<file path="src/rtl/eewr_pkg.sv">
package eewr_pkg;
   typedef enum logic [2:0] {
      PH_IDLE,
      PH_CTRL,
      PH_ADDR,
      PH_DATA,
      PH_SKIP
   } phase_e;

   localparam int BYTE_W = 8;
endpackage

</file>
<file path="src/rtl/eewr_bus_sync.sv">
module eewr_bus_sync #(
   parameter int SYNC_STAGES = 2
) (
   input  logic clk,
   input  logic rst_n,
   input  logic scl_i,
   input  logic sda_i,
   output logic scl_o,
   output logic sda_o,
   output logic scl_rise_o,
   output logic scl_fall_o,
   output logic start_o,
   output logic stop_o
);
   initial begin
      assert (SYNC_STAGES >= 2) else $error("SYNC_STAGES must be at least 2");
   end

   logic [SYNC_STAGES-1:0] scl_ff, sda_ff;
   logic scl_q, sda_q;

   always_ff @(posedge clk or negedge rst_n) begin
      if (!rst_n) begin
         scl_ff <= '1;
         sda_ff <= '1;
         scl_q  <= 1'b1;
         sda_q  <= 1'b1;
      end else begin
         scl_ff <= {scl_ff[SYNC_STAGES-2:0], scl_i};
         sda_ff <= {sda_ff[SYNC_STAGES-2:0], sda_i};
         scl_q  <= scl_ff[SYNC_STAGES-1];
         sda_q  <= sda_ff[SYNC_STAGES-1];
      end
   end

   assign scl_o      = scl_ff[SYNC_STAGES-1];
   assign sda_o      = sda_ff[SYNC_STAGES-1];
   assign scl_rise_o = scl_o & ~scl_q;
   assign scl_fall_o = ~scl_o & scl_q;
   assign start_o    = scl_o & scl_q & sda_q & ~sda_o;
   assign stop_o     = scl_o & scl_q & ~sda_q & sda_o;

   // START and STOP are mutually exclusive and never coincide with an SCL edge
   p_evt_exclusive_r10: assert property (@(posedge clk) disable iff (!rst_n)
      $countones({start_o, stop_o, scl_rise_o, scl_fall_o}) <= 1);
endmodule

</file>
<file path="src/rtl/eewr_page_buf.sv">
module eewr_page_buf #(
   parameter int PAGE_W = 3,
   parameter int DATA_W = 8
) (
   input  logic                          clk,
   input  logic                          rst_n,
   input  logic                          clr_i,
   input  logic                          wr_i,
   input  logic [PAGE_W-1:0]             wr_idx_i,
   input  logic [DATA_W-1:0]             wr_data_i,
   output logic [(1<<PAGE_W)*DATA_W-1:0] data_o,
   output logic [(1<<PAGE_W)-1:0]        valid_o
);
   localparam int PAGE = 1 << PAGE_W;

   initial begin
      assert (PAGE_W >= 1 && PAGE_W <= 6) else $error("PAGE_W out of range");
   end

   for (genvar e = 0; e < PAGE; e++) begin : g_entry
      logic hit;
      assign hit = wr_i && (wr_idx_i == PAGE_W'(e));
      always_ff @(posedge clk or negedge rst_n) begin
         if (!rst_n) begin
            data_o[e*DATA_W +: DATA_W] <= '0;
            valid_o[e]                 <= 1'b0;
         end else if (clr_i) begin
            valid_o[e] <= 1'b0;
         end else if (hit) begin
            data_o[e*DATA_W +: DATA_W] <= wr_data_i;
            valid_o[e]                 <= 1'b1;
         end
      end
   end

   // A buffered byte always leaves at least one valid entry
   p_wr_marks_valid_r4: assert property (@(posedge clk) disable iff (!rst_n)
      (wr_i && !clr_i) |=> (valid_o != '0));
endmodule

</file>
<file path="src/rtl/eewr_commit.sv">
module eewr_commit #(
   parameter int ADDR_W       = 7,
   parameter int PAGE_W       = 3,
   parameter int DATA_W       = 8,
   parameter int WRITE_CYCLES = 1000
) (
   input  logic                          clk,
   input  logic                          rst_n,
   input  logic                          start_i,
   input  logic [ADDR_W-PAGE_W-1:0]      page_i,
   input  logic [(1<<PAGE_W)*DATA_W-1:0] buf_i,
   input  logic [(1<<PAGE_W)-1:0]        valid_i,
   input  logic [ADDR_W-1:0]             rd_addr_i,
   output logic [DATA_W-1:0]             rd_data_o,
   output logic                          busy_o
);
   localparam int PAGE  = 1 << PAGE_W;
   localparam int DEPTH = 1 << ADDR_W;
   localparam int HI_W  = ADDR_W - PAGE_W;
   localparam int CNT_W = $clog2(WRITE_CYCLES + 1);

   initial begin
      assert (WRITE_CYCLES >= 1) else $error("WRITE_CYCLES must be positive");
      assert (PAGE_W < ADDR_W) else $error("page must be smaller than the array");
   end

   logic [DATA_W-1:0] mem [DEPTH];
   logic [CNT_W-1:0]  cnt;
   logic [HI_W-1:0]   page_q;
   logic              done;

   assign done = busy_o && (cnt == CNT_W'(WRITE_CYCLES - 1));

   always_ff @(posedge clk or negedge rst_n) begin
      if (!rst_n) begin
         busy_o <= 1'b0;
         cnt    <= '0;
         page_q <= '0;
      end else if (start_i && !busy_o) begin
         busy_o <= 1'b1;
         cnt    <= '0;
         page_q <= page_i;
      end else if (done) begin
         busy_o <= 1'b0;
      end else if (busy_o) begin
         cnt <= cnt + 1'b1;
      end
   end

   always_ff @(posedge clk or negedge rst_n) begin
      if (!rst_n) begin
         for (int a = 0; a < DEPTH; a++) mem[a] <= '1;
      end else if (done) begin
         for (int i = 0; i < PAGE; i++) begin
            if (valid_i[i]) mem[{page_q, PAGE_W'(i)}] <= buf_i[i*DATA_W +: DATA_W];
         end
      end
   end

   assign rd_data_o = mem[rd_addr_i];

   // The cycle counter never passes the programmed length
   p_timer_bound_r7: assert property (@(posedge clk) disable iff (!rst_n)
      busy_o |-> (cnt < CNT_W'(WRITE_CYCLES)));
   // A new cycle is never requested while one is running
   p_no_restart_r8: assert property (@(posedge clk) disable iff (!rst_n)
      start_i |-> !busy_o);
endmodule

</file>
<file path="src/rtl/eeprom_page_writer.sv">
module eeprom_page_writer
   import eewr_pkg::*;
#(
   parameter int         ADDR_W       = 7,
   parameter int         PAGE_W       = 3,
   parameter int         WRITE_CYCLES = 1000,
   parameter int         SYNC_STAGES  = 2,
   parameter logic [3:0] DEV_CODE     = 4'b1010,
   parameter logic [2:0] CHIP_SEL     = 3'b000
) (
   input  logic              clk,
   input  logic              rst_n,
   input  logic              scl_i,
   input  logic              sda_i,
   output logic              sda_pull_o,
   input  logic              prog_en_i,
   output logic              busy_o,
   input  logic [ADDR_W-1:0] mem_raddr_i,
   output logic [BYTE_W-1:0] mem_rdata_o
);
   localparam int PAGE = 1 << PAGE_W;
   localparam int HI_W = ADDR_W - PAGE_W;

   initial begin
      assert (ADDR_W <= BYTE_W) else $error("address must fit in one byte");
      assert (PAGE_W < ADDR_W) else $error("page must be smaller than the array");
   end

   logic scl_s, sda_s, scl_rise, scl_fall, start_evt, stop_evt;

   eewr_bus_sync #(.SYNC_STAGES(SYNC_STAGES)) u_sync (
      .clk(clk), .rst_n(rst_n), .scl_i(scl_i), .sda_i(sda_i),
      .scl_o(scl_s), .sda_o(sda_s), .scl_rise_o(scl_rise), .scl_fall_o(scl_fall),
      .start_o(start_evt), .stop_o(stop_evt)
   );

   phase_e            phase;
   logic [3:0]        bitcnt;
   logic [BYTE_W-1:0] shreg;
   logic              in_ack, pull, got_data;
   logic [ADDR_W-1:0] ptr;
   logic              byte_end, ctrl_match, commit_go, buf_clr, buf_wr;
   logic [PAGE*BYTE_W-1:0] buf_data;
   logic [PAGE-1:0]   buf_valid;

   assign byte_end   = scl_fall && !in_ack && (bitcnt == 4'd8);
   assign ctrl_match = (shreg[7:4] == DEV_CODE) && (shreg[3:1] == CHIP_SEL) && !shreg[0];
   assign buf_clr    = byte_end && (phase == PH_ADDR);
   assign buf_wr     = byte_end && (phase == PH_DATA);
   // STOP's own SCL rise adds one sampled bit, so a byte boundary shows as a count of 0 or 1
   assign commit_go  = stop_evt && (phase == PH_DATA) && !in_ack && (bitcnt <= 4'd1)
                       && got_data && prog_en_i && !busy_o;

   always_ff @(posedge clk or negedge rst_n) begin
      if (!rst_n) begin
         phase    <= PH_IDLE;
         bitcnt   <= '0;
         shreg    <= '0;
         in_ack   <= 1'b0;
         pull     <= 1'b0;
         got_data <= 1'b0;
         ptr      <= '0;
      end else if (start_evt) begin
         phase    <= PH_CTRL;
         bitcnt   <= '0;
         in_ack   <= 1'b0;
         pull     <= 1'b0;
         got_data <= 1'b0;
      end else if (stop_evt) begin
         phase  <= PH_IDLE;
         bitcnt <= '0;
         in_ack <= 1'b0;
         pull   <= 1'b0;
      end else begin
         if (scl_rise && !in_ack && (bitcnt < 4'd8) &&
             (phase != PH_IDLE) && (phase != PH_SKIP)) begin
            shreg  <= {shreg[BYTE_W-2:0], sda_s};
            bitcnt <= bitcnt + 1'b1;
         end
         if (scl_fall && in_ack) begin
            pull   <= 1'b0;
            in_ack <= 1'b0;
            bitcnt <= '0;
         end else if (byte_end) begin
            case (phase)
               PH_CTRL: begin
                  if (ctrl_match && !busy_o) begin
                     pull   <= 1'b1;
                     in_ack <= 1'b1;
                     phase  <= PH_ADDR;
                  end else begin
                     phase <= PH_SKIP;
                  end
               end
               PH_ADDR: begin
                  ptr    <= shreg[ADDR_W-1:0];
                  pull   <= 1'b1;
                  in_ack <= 1'b1;
                  phase  <= PH_DATA;
               end
               PH_DATA: begin
                  ptr[PAGE_W-1:0] <= ptr[PAGE_W-1:0] + 1'b1;
                  got_data        <= 1'b1;
                  pull            <= 1'b1;
                  in_ack          <= 1'b1;
               end
               default: phase <= PH_SKIP;
            endcase
         end
      end
   end

   eewr_page_buf #(.PAGE_W(PAGE_W), .DATA_W(BYTE_W)) u_buf (
      .clk(clk), .rst_n(rst_n), .clr_i(buf_clr), .wr_i(buf_wr),
      .wr_idx_i(ptr[PAGE_W-1:0]), .wr_data_i(shreg),
      .data_o(buf_data), .valid_o(buf_valid)
   );

   eewr_commit #(.ADDR_W(ADDR_W), .PAGE_W(PAGE_W), .DATA_W(BYTE_W),
                 .WRITE_CYCLES(WRITE_CYCLES)) u_commit (
      .clk(clk), .rst_n(rst_n), .start_i(commit_go), .page_i(ptr[ADDR_W-1:PAGE_W]),
      .buf_i(buf_data), .valid_i(buf_valid), .rd_addr_i(mem_raddr_i),
      .rd_data_o(mem_rdata_o), .busy_o(busy_o)
   );

   assign sda_pull_o = pull;

   // The acknowledge pull only starts while the bus clock is low
   p_ack_on_low_r1: assert property (@(posedge clk) disable iff (!rst_n)
      $rose(pull) |-> !scl_s);
   // The bus stays silent during the self-timed cycle
   p_silent_busy_r8: assert property (@(posedge clk) disable iff (!rst_n)
      busy_o |-> !pull);
   // The page part of the pointer is frozen while data bytes stream in
   p_page_fixed_r5: assert property (@(posedge clk) disable iff (!rst_n)
      (phase == PH_DATA) |=> $stable(ptr[ADDR_W-1:PAGE_W]));
endmodule

</file>
<file path="config.mk">
export PLATFORM = sky130hd
export DESIGN_NAME = eeprom_page_writer
export DESIGN_NICKNAME = d
export VERILOG_FILES = /design/src/rtl/eewr_pkg.sv /design/src/rtl/eewr_bus_sync.sv /design/src/rtl/eewr_page_buf.sv /design/src/rtl/eewr_commit.sv /design/src/rtl/eeprom_page_writer.sv
export SDC_FILE = /design/constraint.sdc
export NUM_CORES = 2
export LEC_CHECK = 0
export BUFFER_PORTS_ARGS = -buffer_cell sky130_fd_sc_hd__buf_4
export CELL_PAD_IN_SITES_DETAIL_PLACEMENT = 0
export CELL_PAD_IN_SITES_GLOBAL_PLACEMENT = 1
export CORE_MARGIN = 3
export CORE_UTILIZATION = 50
export DETAILED_ROUTE_END_ITERATION = 8
export PLACE_DENSITY_LB_ADDON = 0.12
export SYNTH_ARGS = -nofsm -noshare
export SYNTH_HDL_FRONTEND = slang
export SYNTH_HIERARCHICAL = 1
export SYNTH_SLANG_ARGS = --single-unit
</file>
<file path="constraint.sdc">
create_clock -name clk -period 3.1 [get_ports clk]
set_clock_uncertainty 0.05 [all_clocks]
set_input_delay 0.31 -clock clk [delete_from_list [all_inputs] [get_ports clk]]
set_output_delay 0.31 -clock clk [all_outputs]
set_load 0.01 [all_outputs]
</file>
==> flow_summary.toml <==
[status]
status = "complete, but fails checks"
failed_checks = "setup timing"

[detailed_routing]
vias_per_cell = 6.66
vias = 31900
route.detailed.drc = 0
dr.pass1.iters = 6
drt_iter0_drc = 2891
wl_per_cell_um = 38.9
final_antenna_net_count = 0
finalWirelength_mm = 186

[timing]
setup_viol = 8
hold_viol_final = 0
rsz0062_at_grt = "yes"
relSlewSlack_pct = 28.2
fin_crit_sh_pct = 118
whs_ns = 0.124
fmax_mhz = 274
worst_slew_pin_slew_ns = 1.08
drv_slew = 0
setup_slack_ns = -0.550
min_period_ns = 3.65

[worst_setup_path]
cp.arrival_ns = 3.29
cp_slowest_cell = "mux4_2"
crit_path_start_kind = "register"
required_ns = 2.74
slowest_delay_ns = 0.64
crit_path_end_kind = "output pin"
worstPathCellList = "mux4_2 > mux4_2 > mux4_2 > mux2_4 > buf_6"
worstSetupPathType = "reg -> out"
crit_top_cell = "mux4_2"
cp_max_fo = 2

[clock_tree]
cts_htree_levels = 4
insertion_delay_ns = 0.74
cts_made_buffers = 130
cts_buffer_depth = 3
cts_setup_buffers = 0
cts_tree = "yes"
clock-root-buffer = "clkbuf_16"
cts.clk_slew.worst_paths_ns = 0.06
cts.sinks = 1141

[die]
fp.dieW_um = 330
io_pins = 22
dieArea_um2 = 109000
core_area_um2 = 104000
initial_core_util_pct = 50.6
fp-row-count = 118
die_h_um = 330

[synth]
synth_edf_count = 0
synth_top_area_cell = "dfstp_2"
ys.flop_type = "dfstp_2"
synth_top_area_share_pct = 51.5
ys_async_sr_fraction_pct = 100
synth.top_cells.by_area = "dfstp_2 51%, mux2_2 24%, mux4_2 14%, dfrtp_1 5.3%, nand3_1 1.2%"
ys.warnings.count = 6
syn_area_per_cell_um2 = 17.1
synthCells = 3073
syn_nets = 3091
netlist_area_um2 = 52600
synth-seq-cells = 1141
yosysUniqueCellTypes = 55
ys_seq_area_share_pct = 56.8

[global_route]
grt_util_all_layers_pct = 34.9
grt_max_degree = 123
antenna_found_initial = 30
grt_pass1_wl_mm = 262
gr-total-overflow = 0
grt_pass1_vias = 33700

[finish]
area_growth_pct = 15.7
layout-drive-gt1-share_pct = 89.4
nets = 3312
fillers = 7856
final_area_um2 = 60800

[placement]
place_area_um2 = 56400
place_hpwl_mm = 117
gp_congestion = 0.928
portBuffers = 21

[job]
max_cap_violations = 0

[power]
ir_drop_uv = 546
leakage_nw = 24.9
powerDensity_nw_per_um2 = 523
power.total_mw = 31.8

[hold_path]
min_path_type = "in -> reg"
## worst paths after layout
path | from | endpoint | slack, ns | depth (start not counted)
max | u_commit/mem[518] | mem_rdata_o[6] | -0.55 | 5
min | prog_en_i | u_commit/cnt[7] | 0.12 | 5
max reg2reg | u_commit/cnt[0] | u_commit/mem[936] | 0.29 | 7
min reg2reg | u_sync/scl_ff[0] | u_sync/scl_ff[1] | 0.30 | 0
max in group asynchronous | rst_n | u_commit/mem[840] | 1.76 | 4
min in group asynchronous | rst_n | u_commit/mem[703] | 0.45 | 2
## per-layer routing
metal | track usage (%) | vias to the layer above | wire (µm)
met1 | 45.1 | 17600 | 71900
met3 | 7.82 | 460 | 14700
li1 | - | 12200 | -
met4 | 20.5 | 8 | 12400
met5 | 0 | - | 46
met2 | 54.3 | 1599 | 87500
## cells in the final DEF, fill, tap and decap left out, drive strengths merged, types with 4 or more instances in the layout
cell / instances
dfrtp: 111
diode: 15
nand2: 27
a21oi: 8
bufinv: 4
or3: 4
nand2b: 7
clkbuf: 206
nand3: 135
nand4: 7
o31ai: 4
buf: 272
mux4: 336
nor2b: 5
o21ai: 12
nor3: 10
dfstp: 1030
nor2: 18
nor4: 4
ha: 6
mux2: 1112
clkinv: 22
inv: 13
nor3b: 4
a21o: 5
## repair_timing
item | CTS | global route
endpoints found under the setup margin | 8 | 8
pin swaps | 0 | 0
gates resized for setup | 16 | 0
hold buffers | 3 | 0
gates cloned | 0 | 0
hold endpoints to repair | 56 | 0
## per-stage QoR
step                      cells  setup TNS [ns]  setup slack [ns]  util, %
after global routing       4777           -4.30            -0.565     58.5
after global placement     4539           -2.70            -0.359     54.2
final                      4790           -4.09            -0.550     58.5
after detailed placement   4539           -2.73            -0.367     54.2
after CTS                  4775           -4.33            -0.571     58.5
after floorplan            3073               0            0.0139        -
## cell usage after synthesis (12+ instances only)
| library cell | number |
|---|---|
| buf_1 | 26 |
| buf_2 | 19 |
| clkbuf_1 | 128 |
| dfrtp_1 | 111 |
| dfstp_2 | 1030 |
| inv_1 | 12 |
| mux2_2 | 1100 |
| mux2_4 | 12 |
| mux4_2 | 336 |
| nand2_1 | 27 |
| nand3_1 | 127 |
| nor2_1 | 15 |
| o21ai_0 | 12 |
## cells by family after synthesis
group	count (synthesis)	share of synthesized area (%)
AO/OA/AOI/OAI	40	0.490
XOR/XNOR	1	0.0167
buffers and inverters	198	1.58
multiplexers	1450	38.3
AND/OR/NAND/NOR	237	2.67
adder cells (fa/ha/maj)	6	0.143
flip-flops	1141	56.8
## area by class of cell
cell class	count	area (µm²)	share of cell area (%)
well taps	1380	1730	2.84
flip-flops and latches	1141	29900	49.2
clock inverters	27	250	0.411
repair buffers	275	2830	4.64
diodes	15	37.5	0.0617
inverters	12	45.0	0.0740
multi-input cells	1734	21900	36.1
clock buffers	206	4090	6.73
## state kept, by name, summed over array words and instances, names as in the netlist, 2 cells and up
name and flops:
u_commit/mem 1024, u_buf/data_o 64, u_commit/cnt 10, shreg 8, u_buf/valid_o 8, ptr 7
bitcnt 4, u_commit/page_q 4, phase 3, u_sync/scl_ff 2, u_sync/sda_ff 2
## where the power goes
group	internal [mW]	total, mW	switching [mW]
combinational	0.432	1.10	0.670
clock	9.36	15.5	6.15
sequential	15.0	15.2	0.199
## worst max-delay path: cells and delay by family (launching register included)
family                 cells  cell delay, ns
buffers and inverters      1            0.13
flip-flops                 1            0.36
multiplexers               4            2.06
Power figures use the tool's default switching activity.
